`src/rtl/gtrig_pkg.sv`:
```
package gtrig_pkg;

    localparam int unsigned AC_CH  = 2;
    localparam int unsigned CH_SET = 0;
    localparam int unsigned CH_CLR = 1;

    typedef enum logic [1:0] {
        ACT_HOLD   = 2'd0,
        ACT_SET    = 2'd1,
        ACT_CLR    = 2'd2,
        ACT_TOGGLE = 2'd3
    } trig_act_e;

    typedef struct packed {
        logic force_set;
        logic force_clr;
        logic fire_set;
        logic fire_clr;
    } trig_req_t;

    // DC forces dominate; a conflicting force pair holds; AC pair toggles.
    function automatic trig_act_e resolve_act(input trig_req_t r);
        trig_act_e a;
        if (r.force_set && r.force_clr)      a = ACT_HOLD;
        else if (r.force_set)                a = ACT_SET;
        else if (r.force_clr)                a = ACT_CLR;
        else if (r.fire_set && r.fire_clr)   a = ACT_TOGGLE;
        else if (r.fire_set)                 a = ACT_SET;
        else if (r.fire_clr)                 a = ACT_CLR;
        else                                 a = ACT_HOLD;
        return a;
    endfunction

    function automatic logic apply_act(input trig_act_e a, input logic cur);
        logic nxt;
        case (a)
            ACT_SET:    nxt = 1'b1;
            ACT_CLR:    nxt = 1'b0;
            ACT_TOGGLE: nxt = ~cur;
            default:    nxt = cur;
        endcase
        return nxt;
    endfunction

endpackage

```
`src/rtl/gtrig_edge_qual.sv`:
```
module gtrig_edge_qual #(
    parameter bit MEM_INIT = 1'b1
) (
    input  logic clk,
    input  logic rst,
    input  logic lvl,
    input  logic gate,
    output logic fire
);

    logic lvl_d;

    always_ff @(posedge clk) begin
        if (rst) lvl_d <= MEM_INIT;
        else     lvl_d <= lvl;
    end

    // Only a fresh rising transition seen under an open gate counts.
    always_comb fire = gate & lvl & ~lvl_d;

endmodule

```
`src/rtl/gtrig_core.sv`:
```
module gtrig_core
    import gtrig_pkg::*;
#(
    parameter bit INIT_STATE = 1'b0
) (
    input  logic      clk,
    input  logic      rst,
    input  trig_req_t req,
    output logic      q,
    output logic      q_n
);

    trig_act_e act;
    logic      q_nxt;

    always_comb begin
        act   = resolve_act(req);
        q_nxt = apply_act(act, q);
    end

    always_ff @(posedge clk) begin
        if (rst) begin
            q   <= INIT_STATE;
            q_n <= ~INIT_STATE;
        end else begin
            q   <= q_nxt;
            q_n <= ~q_nxt;
        end
    end

endmodule

```
`src/rtl/gated_edge_trigger.sv`:
```
module gated_edge_trigger
    import gtrig_pkg::*;
#(
    parameter bit INIT_STATE    = 1'b0,
    parameter bit EDGE_MEM_INIT = 1'b1
) (
    input  logic clk,
    input  logic rst,
    input  logic ac_set,
    input  logic ac_set_gate,
    input  logic ac_clr,
    input  logic ac_clr_gate,
    input  logic force_set,
    input  logic force_clr,
    output logic q,
    output logic q_n
);

    logic [AC_CH-1:0] ch_lvl;
    logic [AC_CH-1:0] ch_gate;
    logic [AC_CH-1:0] ch_fire;
    trig_req_t        req;

    always_comb begin
        ch_lvl[CH_SET]  = ac_set;
        ch_lvl[CH_CLR]  = ac_clr;
        ch_gate[CH_SET] = ac_set_gate;
        ch_gate[CH_CLR] = ac_clr_gate;
    end

    for (genvar c = 0; c < AC_CH; c++) begin : g_ch
        gtrig_edge_qual #(
            .MEM_INIT (EDGE_MEM_INIT)
        ) u_qual (
            .clk  (clk),
            .rst  (rst),
            .lvl  (ch_lvl[c]),
            .gate (ch_gate[c]),
            .fire (ch_fire[c])
        );
    end

    always_comb begin
        req.force_set = force_set;
        req.force_clr = force_clr;
        req.fire_set  = ch_fire[CH_SET];
        req.fire_clr  = ch_fire[CH_CLR];
    end

    gtrig_core #(
        .INIT_STATE (INIT_STATE)
    ) u_core (
        .clk (clk),
        .rst (rst),
        .req (req),
        .q   (q),
        .q_n (q_n)
    );

endmodule

```
`config.mk`:
```
export PLATFORM = sky130hd
export DESIGN_NAME = gated_edge_trigger
export DESIGN_NICKNAME = d
export VERILOG_FILES = /design/src/rtl/gtrig_pkg.sv /design/src/rtl/gtrig_edge_qual.sv /design/src/rtl/gtrig_core.sv /design/src/rtl/gated_edge_trigger.sv
export SDC_FILE = /design/constraint.sdc
export NUM_CORES = 1
export LEC_CHECK = 0
export ABC_AREA = 1
export BUFFER_PORTS_ARGS = -buffer_cell sky130_fd_sc_hd__buf_2
export CORE_AREA = 2 2 39 41
export CTS_BUF_LIST = sky130_fd_sc_hd__clkbuf_8
export CTS_CLUSTER_DIAMETER = 100
export CTS_CLUSTER_SIZE = 8
export DETAILED_ROUTE_END_ITERATION = 8
export DIE_AREA = 0 0 41 43
export SETUP_SLACK_MARGIN = 0.4
export SYNTH_ARGS = -nofsm -noshare
export SYNTH_HDL_FRONTEND = slang
export SYNTH_SLANG_ARGS = --single-unit
export TNS_END_PERCENT = 5
```
`constraint.sdc`:
```
create_clock -name clk -period 1 [get_ports clk]
set_input_delay 0.05 -clock clk [delete_from_list [all_inputs] [get_ports clk]]
set_output_delay 0.05 -clock clk [all_outputs]
set_load 0.01 [all_outputs]
```
### Yosys cells after proc, flatten, opt, wreduce, memory -nomap -nowiden

Cells that the tools add are included.

* equal/unequal tests: 3
* $mul: 0
* magnitude comparators: 0
* muxes and demuxes: 7
* shifts and indexed selects: 0
* bitwise gates (word level): 8
* div/mod/pow operators: 0
* $add $sub $neg: 0
* reduce and logical (&&, ||, !) cells: 2

Operator list (count)
* 2-bit 2-to-1 mux: 6
* 1-bit AND: 4
* 2-bit == test (second input constant): 2
* 1-bit inverter: 4
* 1-bit case mux with 3 select lines: 1
* 2-bit by 1-bit == test with 1-bit output (second input constant): 1
* 1-bit logical AND: 2

* bits in latches: 0
* bits in read-only memories: 0
* register bits after elaboration: 4
* input bits: 8
* logic and storage cells: 24
* memories: 0
* memory bits (writable): 0

### Logic depth before layout (Yosys ltp)

Gate-level depths: netlist of the first run.

* depth in word-level cells: 11
* gate-level depth with buffers: 6
* mapped depth without buffers: 6

### Hierarchy

A second synthesis of the first run with hierarchy kept.

* cells, all modules: 29
* area total of the unflattened synthesis: 180.2 µm²

By module, submodules not included
* gtrig_core: instances 1, area an instance 112.6 µm², cells each 21
* gtrig_edge_qual: instances 2, area an instance 33.8 µm², cells each 4

### Worst setup path after synthesis of the first run

No wires, ideal clock.

* kind: reg-to-reg
* start point: reg u_core.q
* end point: reg u_core.q
* stages on the path, launching flop included: 6
* clock period less this slack: 766 ps
* library setup time: 114 ps
* path buffers: 0
* path slack: 234 ps
* data arrival time: 652 ps
* cell sequence: dfxtp_1 -> inv_2 -> nor2_1 -> nand2_1 -> nand2_1 -> nor2_1

* word-level cells in the longest chain between the ends: 2

Ends and longest elaborated chain
* from (decl): RTL line gtrig_core.sv:9 `output logic q,`
* from (signal assigned): RTL line gtrig_core.sv:26 `q <= q_nxt;`
* 1-bit inverter: RTL line gtrig_pkg.sv:39 `ACT_TOGGLE: nxt = ~cur;`
* 1-bit case mux with 3 select lines *: RTL line gtrig_pkg.sv:36 `case (a)`

Every way passes the cells marked *; elsewhere a longest branch is shown, timed or not.
A chain may end at the register's enable or synchronous reset.

### Worst setup path after layout of the first run

* start point: reg g_ch[0].u_qual.lvl_d
* end point: reg u_core.q_n

* word-level cells in the longest chain between the ends: 10
* elaborated cells between the ends (all ways): 13

Ends and longest elaborated chain
* from (decl): RTL line gtrig_edge_qual.sv:11 `logic lvl_d;`
* from (signal assigned): RTL line gtrig_edge_qual.sv:15 `else lvl_d <= lvl;`
* 1-bit inverter *: RTL line gtrig_edge_qual.sv:19 `always_comb fire = gate & lvl & ~lvl_d;`
* 1-bit AND *: RTL line gtrig_edge_qual.sv:19
* 2-bit 2-to-1 mux or 1-bit logical AND (tied branches): RTL line gtrig_pkg.sv:28, gtrig_pkg.sv:27
* 2-bit 2-to-1 mux *: RTL line gtrig_pkg.sv:27 `else if (r.fire_set && r.fire_clr) a = ACT_TOGGLE;`
* 2-bit 2-to-1 mux *: RTL line gtrig_pkg.sv:26 `else if (r.force_clr) a = ACT_CLR;`
* 2-bit 2-to-1 mux *: RTL line gtrig_pkg.sv:25 `else if (r.force_set) a = ACT_SET;`
* 2-bit 2-to-1 mux *: RTL line gtrig_pkg.sv:24 `if (r.force_set && r.force_clr) a = ACT_HOLD;`
* 2-bit == test or 2-bit by 1-bit == test with 1-bit output (tied branches): RTL line gtrig_pkg.sv:36
* 1-bit case mux with 3 select lines *: RTL line gtrig_pkg.sv:36
* 1-bit inverter *: RTL line gtrig_core.sv:27 `q_n <= ~q_nxt;`
* to (signal assigned): RTL line gtrig_core.sv:24 `q_n <= ~INIT_STATE;`
* to (signal assigned): RTL line gtrig_core.sv:27
* to (decl): RTL line gtrig_core.sv:10 `output logic q_n`

Marks and branches as above.

==> results of run 1 <==
[layout make-up]
cell class	instances	area [um2]	share of cell area, %
multi-input combinational	14	70.1	25.1
clock buffer	3	41.3	14.8
timing repair buffer	9	45.0	16.1
inverter	5	20.0	7.17
sequential	4	82.6	29.6
tap	16	20.0	7.17
[flip-flops by register name, indices dropped and copies added, names as in the netlist]
register	flops
u_core.q	1
g_ch.u_qual.lvl_d	2
u_core.q_n	1
[metrics by stage]
step	total power [mW]	instance area [um2]	worst slack [ns]	hold WS, ns	instances
finish	0.570	279	0.245	0.0360	51
global route	0.607	279	0.163	0.0535	51
CTS	0.578	270	0.236	0.0303	51
detailed placement	0.229	229	0.239	0.255	48
global placement	0.227	229	0.268	0.249	48
floorplan	0.203	164	0.279	0.147	23
[power by group through the flow]
stage	clock network, mW	registers [mW]	logic (mW)
6_report	0.341	0.177	0.0523
5_1_grt	0.368	0.178	0.0610
4_1_cts	0.351	0.176	0.0510
3_5_place_dp	0	0.178	0.0509
3_3_place_gp	0	0.178	0.0489
2_1_floorplan	0	0.181	0.0216
[metal layers]
layer  vias up  share of wire, %  routed length, um  track usage [%]
met4         0               2.8                 12             10.0
li1         92                 -                  -                -
met3         2                12                 53             6.28
met1        79                32                135             5.73
met5         -                 0                  0                0
met2         7                53                226             8.44
[worst max-delay path by stage]
| stage | endpoint | slack (ns) | from | cells after the start |
|---|---|---|---|---|
| 3_5_place_dp | u_core.q_n | 0.24 | g_ch[0].u_qual.lvl_d | 6 |
| 6_report | u_core.q_n | 0.25 | g_ch[0].u_qual.lvl_d | 6 |
| 5_1_grt | u_core.q_n | 0.16 | g_ch[0].u_qual.lvl_d | 6 |
| 3_3_place_gp | u_core.q_n | 0.27 | g_ch[0].u_qual.lvl_d | 6 |
| 4_1_cts | u_core.q_n | 0.24 | g_ch[0].u_qual.lvl_d | 6 |
| 2_1_floorplan | u_core.q | 0.28 | u_core.q | 5 |
[cells by family after synthesis]
group / share of synthesized area, %
compound gates: 6.15
buf+inv: 12.3
flops: 49.2
simple gates: 32.3
[worst max-delay path, delay by kind of cell, from the launching register on]
family,cells,cell delay (ns)
flops,1,0.30
simple gates,5,0.29
buf+inv,1,0.04
[timing repair]
item,in CTS,in global routing
resized for setup,0,4
setup endpoints to repair,4,4
pin swaps,0,3
hold buffers,0,0
[cells in the final DEF, fill, tap and decap left out, drive strengths merged, types with 2 or more instances in the layout]
master,netlist,routed
clkbuf,0,3
buf,0,9
dfxtp,4,4
inv,4,4
or2,2,2
nand3,2,2
nor2,2,2
nand2,6,6
==> impl_metrics.yaml, run 1 <==
outcome:
  status: "completed"
placement:
  placement.io_buffers: 9
  place.detailed.hpwl_um: 326
  gp_routability_congestion: 0.595
min_path:
  worst_hold_path_type: "in2reg"
  holdCritStartpoint: "ac_clr"
  hold-path-endpoint: "g_ch[1].u_qual.lvl_d"
  holdPathStages: 2
worst_setup_path:
  r2r.worst_path.cells: 6
  path_class: "reg2reg"
  cp_data_arrival_time_ns: 0.86
  cp_cell_sequence: "inv_2 > nand3_2 > nand2_2 > nand2_1 > nand2_1 > nand3_1"
  worst-endpoint-required_ns: 1.10
  critical_path_cell_with_the_highest_stage_delay: "sky130_fd_sc_hd__dfxtp_2"
  worst_r2r_endpoint: "u_core.q_n"
  cp-start-kind: "flop"
  critical-path-top-cell-by-count: "sky130_fd_sc_hd__nand2_1"
  setup.worst_path.end_class: "flop"
  worstReg2RegStart: "g_ch[0].u_qual.lvl_d"
  crit_path_max_incr_delay_ns: 0.30
  timing.critical_path.fanout_max: 2
  regToRegSetupSlack_ns: 0.25
timing:
  hold_viol: 0
  report.final.slew_viol_count: 0
  grt_setup_unrepaired: "true"
  final.min_clock_period_ns: 0.755
  finalSetupViolCount: 0
  final_critical_path_share_of_the_clock_period_pct: 75.5
  fmax_mhz: 1320
  transition_time_of_the_tightest_slew_check_pin_ns: 0.123
  slew_headroom_pct: 91.7
  final.setup.tns_ns: 0
  worst_clock_skew_ns: 0.00162
pwr:
  net-switching-power_mw: 0.116
  pwr_density_cell_nw_per_um2: 2040
  p_seq_share_pct: 31.0
  intPower_mw: 0.454
  share_clk_of_total_power_pct: 59.8
  power.share.switching_pct: 20.4
  static-leakage-power_nw: 0.143
  vdd.ir_drop.worst_v: 0.000252
  power_frac_comb_pct: 9.2
global_route:
  grt_start_max_net_pins: 4
  grt_pass1_wl_um: 683
  grt_util_all_layers_pct: 7.21
  via_count_of_the_first_global_routing_pass: 170
  grt_remaining_overflow: 0
  grt_antenna_before_repair: 0
die:
  die_area_um2: 1760
  floorplan.die.width_um: 41
  floorplan.io_pins: 10
  floorplan.initialDensity_pct: 11.8
  die_h_um: 43
  core_area_um2: 1380
  placementRows: 14
clock_network:
  clock_sink_count: 4
  clockRootBuffer: "sky130_fd_sc_hd__clkbuf_8"
  htree_levels: 1
  num_cts_buffers: 3
  cts.clk_slew.worst_paths_ns: 0.03
  cts_tree: "yes"
  post_cts_setup_inserts: 0
  max-clock-path-buffers: 2
  worstSkewPairLatency_ns: 0.22
yosys:
  synth_enable_flop_cells: 0
  ys_top_cells_by_area: "sky130_fd_sc_hd__dfxtp_1 (49%), sky130_fd_sc_hd__nand2_1 (14%), sky130_fd_sc_hd__or2_1 (7.7%)"
  synthArstFlopShare_pct: 0
  synth_most_common_cell: "sky130_fd_sc_hd__nand2_1"
  postSynthAreaPerCell_um2: 7.07
  synth.ff_latch_count: 4
  yosys_warnings: 0
  synth.largest_area_cell: "sky130_fd_sc_hd__dfxtp_1"
  synth_flop_cell: "sky130_fd_sc_hd__dfxtp_1"
  netlist_area_um2: 163
  postSynthNetCount: 31
  ys_types: 10
  yosys.area.top_type_share_pct: 49.2
  synthesis.instances: 23
  most_used_standard_cells_in_the_synthesized_netlist: "sky130_fd_sc_hd__nand2_1 (6), sky130_fd_sc_hd__dfxtp_1 (4), sky130_fd_sc_hd__inv_1 (3)"
  seq_area_frac_synth_pct: 49.2
cells_and_area:
  antenna_cells_inserted: 0
  fillCellCount: 166
  share_of_cells_above_drive_strength_1_pct: 54.3
  layout_utilization_pct: 20.2
  finish.net_count: 45
  syn_to_final_growth_pct: 71.5
job:
  maxCapViolCount: 0
route:
  drc: 0
  ant_nets: 0
  dr.pass1.iters: 4
  average_routed_wire_per_standard_cell_um: 8.37
  iter_0_drt_violations: 1
  route.vias.total: 180
  drt_wl_total_um: 427
  detail_route.vias_per_cell: 3.53
Power figures use the tool's default switching activity.
==> inputs of run 2 (changes only) <==
==> constraint.sdc (replaced) <==
create_clock -name clk -period 0.8 [get_ports clk]
set_input_delay 0.04 -clock clk [delete_from_list [all_inputs] [get_ports clk]]
set_output_delay 0.04 -clock clk [all_outputs]
set_load 0.01 [all_outputs]
==> run 2 against run 1 <==
Effect of this change:
- combinational power rose by 33%
- largest power group unchanged
- global-route usage stayed put
- sequential share of layout area shrank 0.65 points
- design area rose by 2.2%
- utilization is 0.45 points higher
- count of clock-buffer cells in the layout unchanged
- critical path depth unchanged
- sequential power rose by 25%
==> impl_metrics.yaml, run 2 (same netlist as run 1, synthesis figures left out) <==
placement:
  placement.setup.worst_slack_ns: 0.0393
  place.detailed.hpwl_um: 326
  gp_routability_congestion: 0.595
  placement.io_buffers: 9
pwr:
  static-leakage-power_nw: 0.144
  power_mw: 0.718
  p_seq_share_pct: 30.9
  power.share.switching_pct: 20.4
  net-switching-power_mw: 0.146
  power_frac_comb_pct: 9.7
  intPower_mw: 0.572
  pwr_density_cell_nw_per_um2: 2520
  share_clk_of_total_power_pct: 59.4
  vdd.ir_drop.worst_v: 0.000316
cells_and_area:
  share_of_cells_above_drive_strength_1_pct: 54.3
  mostFrequentLayoutCells: "sky130_fd_sc_hd__buf_2 (8), sky130_fd_sc_hd__nand2_1 (5), sky130_fd_sc_hd__clkbuf_8 (3)"
  layout_commonest_cell: "sky130_fd_sc_hd__buf_2"
  finish.net_count: 45
  antenna_cells_inserted: 0
  layout_utilization_pct: 20.6
  largest_register_ff_count: 2
  syn_to_final_growth_pct: 75.4
  largestRegisters: "g_ch.u_qual.lvl_d (2), u_core.q (1), u_core.q_n (1)"
  max_flop_register: "g_ch.u_qual.lvl_d"
route:
  dr.pass1.iters: 4
  drc: 0
  average_routed_wire_per_standard_cell_um: 8.37
  iter_0_drt_violations: 1
  ant_nets: 0
  drt_wl_total_um: 427
  detail_route.vias_per_cell: 3.53
  route.vias.total: 180
timing:
  fmax_mhz: 1320
  final.min_clock_period_ns: 0.755
  final.hold.worst_slack_ns: 0.0260
  report.final.slew_viol_count: 0
  finalSetupViolCount: 0
  final_critical_path_share_of_the_clock_period_pct: 94.3
  hold_viol: 0
  transition_time_of_the_tightest_slew_check_pin_ns: 0.123
  finalWorstSetupSlack_ns: 0.0452
  worst_clock_skew_ns: 0.00163
  grt_setup_unrepaired: "true"
  slew_headroom_pct: 91.7
  final.setup.tns_ns: 0
min_path:
  worst_hold_path_type: "in2reg"
worst_setup_path:
  worst-endpoint-required_ns: 0.90
  crit_path_max_incr_delay_ns: 0.30
  cp_data_arrival_time_ns: 0.86
  critical-path-top-cell-by-count: "sky130_fd_sc_hd__nand2_1"
  cp-start-kind: "flop"
  path_class: "reg2reg"
  worst-path-buf-inv: 1
  critical_path.top_delay_family: "flip-flops"
  critical_path_cell_with_the_highest_stage_delay: "sky130_fd_sc_hd__dfxtp_2"
  cp_cell_sequence: "inv_2 > nand3_2 > nand2_2 > nand2_1 > nand2_1 > nand3_1"
  timing.critical_path.fanout_max: 2
  setup.worst_path.end_class: "flop"
  regToRegSetupSlack_ns: 0.05
die:
  floorplan.die.width_um: 41
  floorplan.initialDensity_pct: 11.8
  die_area_um2: 1760
  placementRows: 14
  core_area_um2: 1380
  floorplan.io_pins: 10
  die_h_um: 43
global_route:
  grt_remaining_overflow: 0
  grt_pass1_wl_um: 683
  via_count_of_the_first_global_routing_pass: 170
  grt_start_max_net_pins: 4
  grt_antenna_before_repair: 0
  grt_util_all_layers_pct: 7.21
clock_network:
  worstSkewPairLatency_ns: 0.22
  max-clock-path-buffers: 2
  htree_levels: 1
  num_cts_buffers: 3
  cts.clk_slew.worst_paths_ns: 0.03
  cts.hold.buffers_added: 0
  cts_tree: "yes"
  clock_sink_count: 4
  clockRootBuffer: "sky130_fd_sc_hd__clkbuf_8"
job:
  maxCapViolCount: 0
outcome:
  status: "completed"
## run 2: metrics by stage
| stage | instances | cell area, um2 |
|---|---|---|
| 2_1_floorplan | 23 | 164 |
| 3_3_place_gp | 48 | 229 |
| 3_5_place_dp | 48 | 229 |
| 4_1_cts | 51 | 270 |
| 5_1_grt | 51 | 285 |
| 6_report | 51 | 285 |
## run 2: final timing paths
kind	startpoint	to	cells after the start
worst max-delay path	g_ch[0].u_qual.lvl_d	u_core.q_n	6
worst min-delay path	ac_clr	g_ch[1].u_qual.lvl_d	2
worst max register to register	g_ch[0].u_qual.lvl_d	u_core.q_n	6
worst min register to register	u_core.q	u_core.q	2
## run 2: layer usage
metal	part of all wire, %	GRT usage, %	up-vias
met2	53	8.44	7
li1	-	-	92
met5	0	0	-
met1	32	5.73	79
met3	12	6.28	2
met4	2.8	10.0	0
## run 2: layout make-up
type | count | area, um2
Sequential cell | 4 | 82.6
Fill cell | 164 | 1100
Clock buffer | 3 | 41.3
Inverter | 5 | 20.0
Timing Repair Buffer | 9 | 51.3
Tap cell | 16 | 20.0
Multi-Input combinational cell | 14 | 70.1
## run 2: power by group through the flow
stage | combinational [mW] | clock (mW) | sequential (mW)
final | 0.0695 | 0.426 | 0.222
after global routing | 0.0802 | 0.460 | 0.223
after CTS | 0.0637 | 0.439 | 0.220
after detailed placement | 0.0636 | 0 | 0.223
after global placement | 0.0612 | 0 | 0.223
after floorplan | 0.0269 | 0 | 0.226
## run 2: what timing repair did
| action | in CTS | in global routing |
|---|---|---|
| pin swaps | 0 | 3 |
| endpoints found under the setup margin | 4 | 4 |
| gates resized for setup | 0 | 5 |
| setup buffers | 0 | 0 |
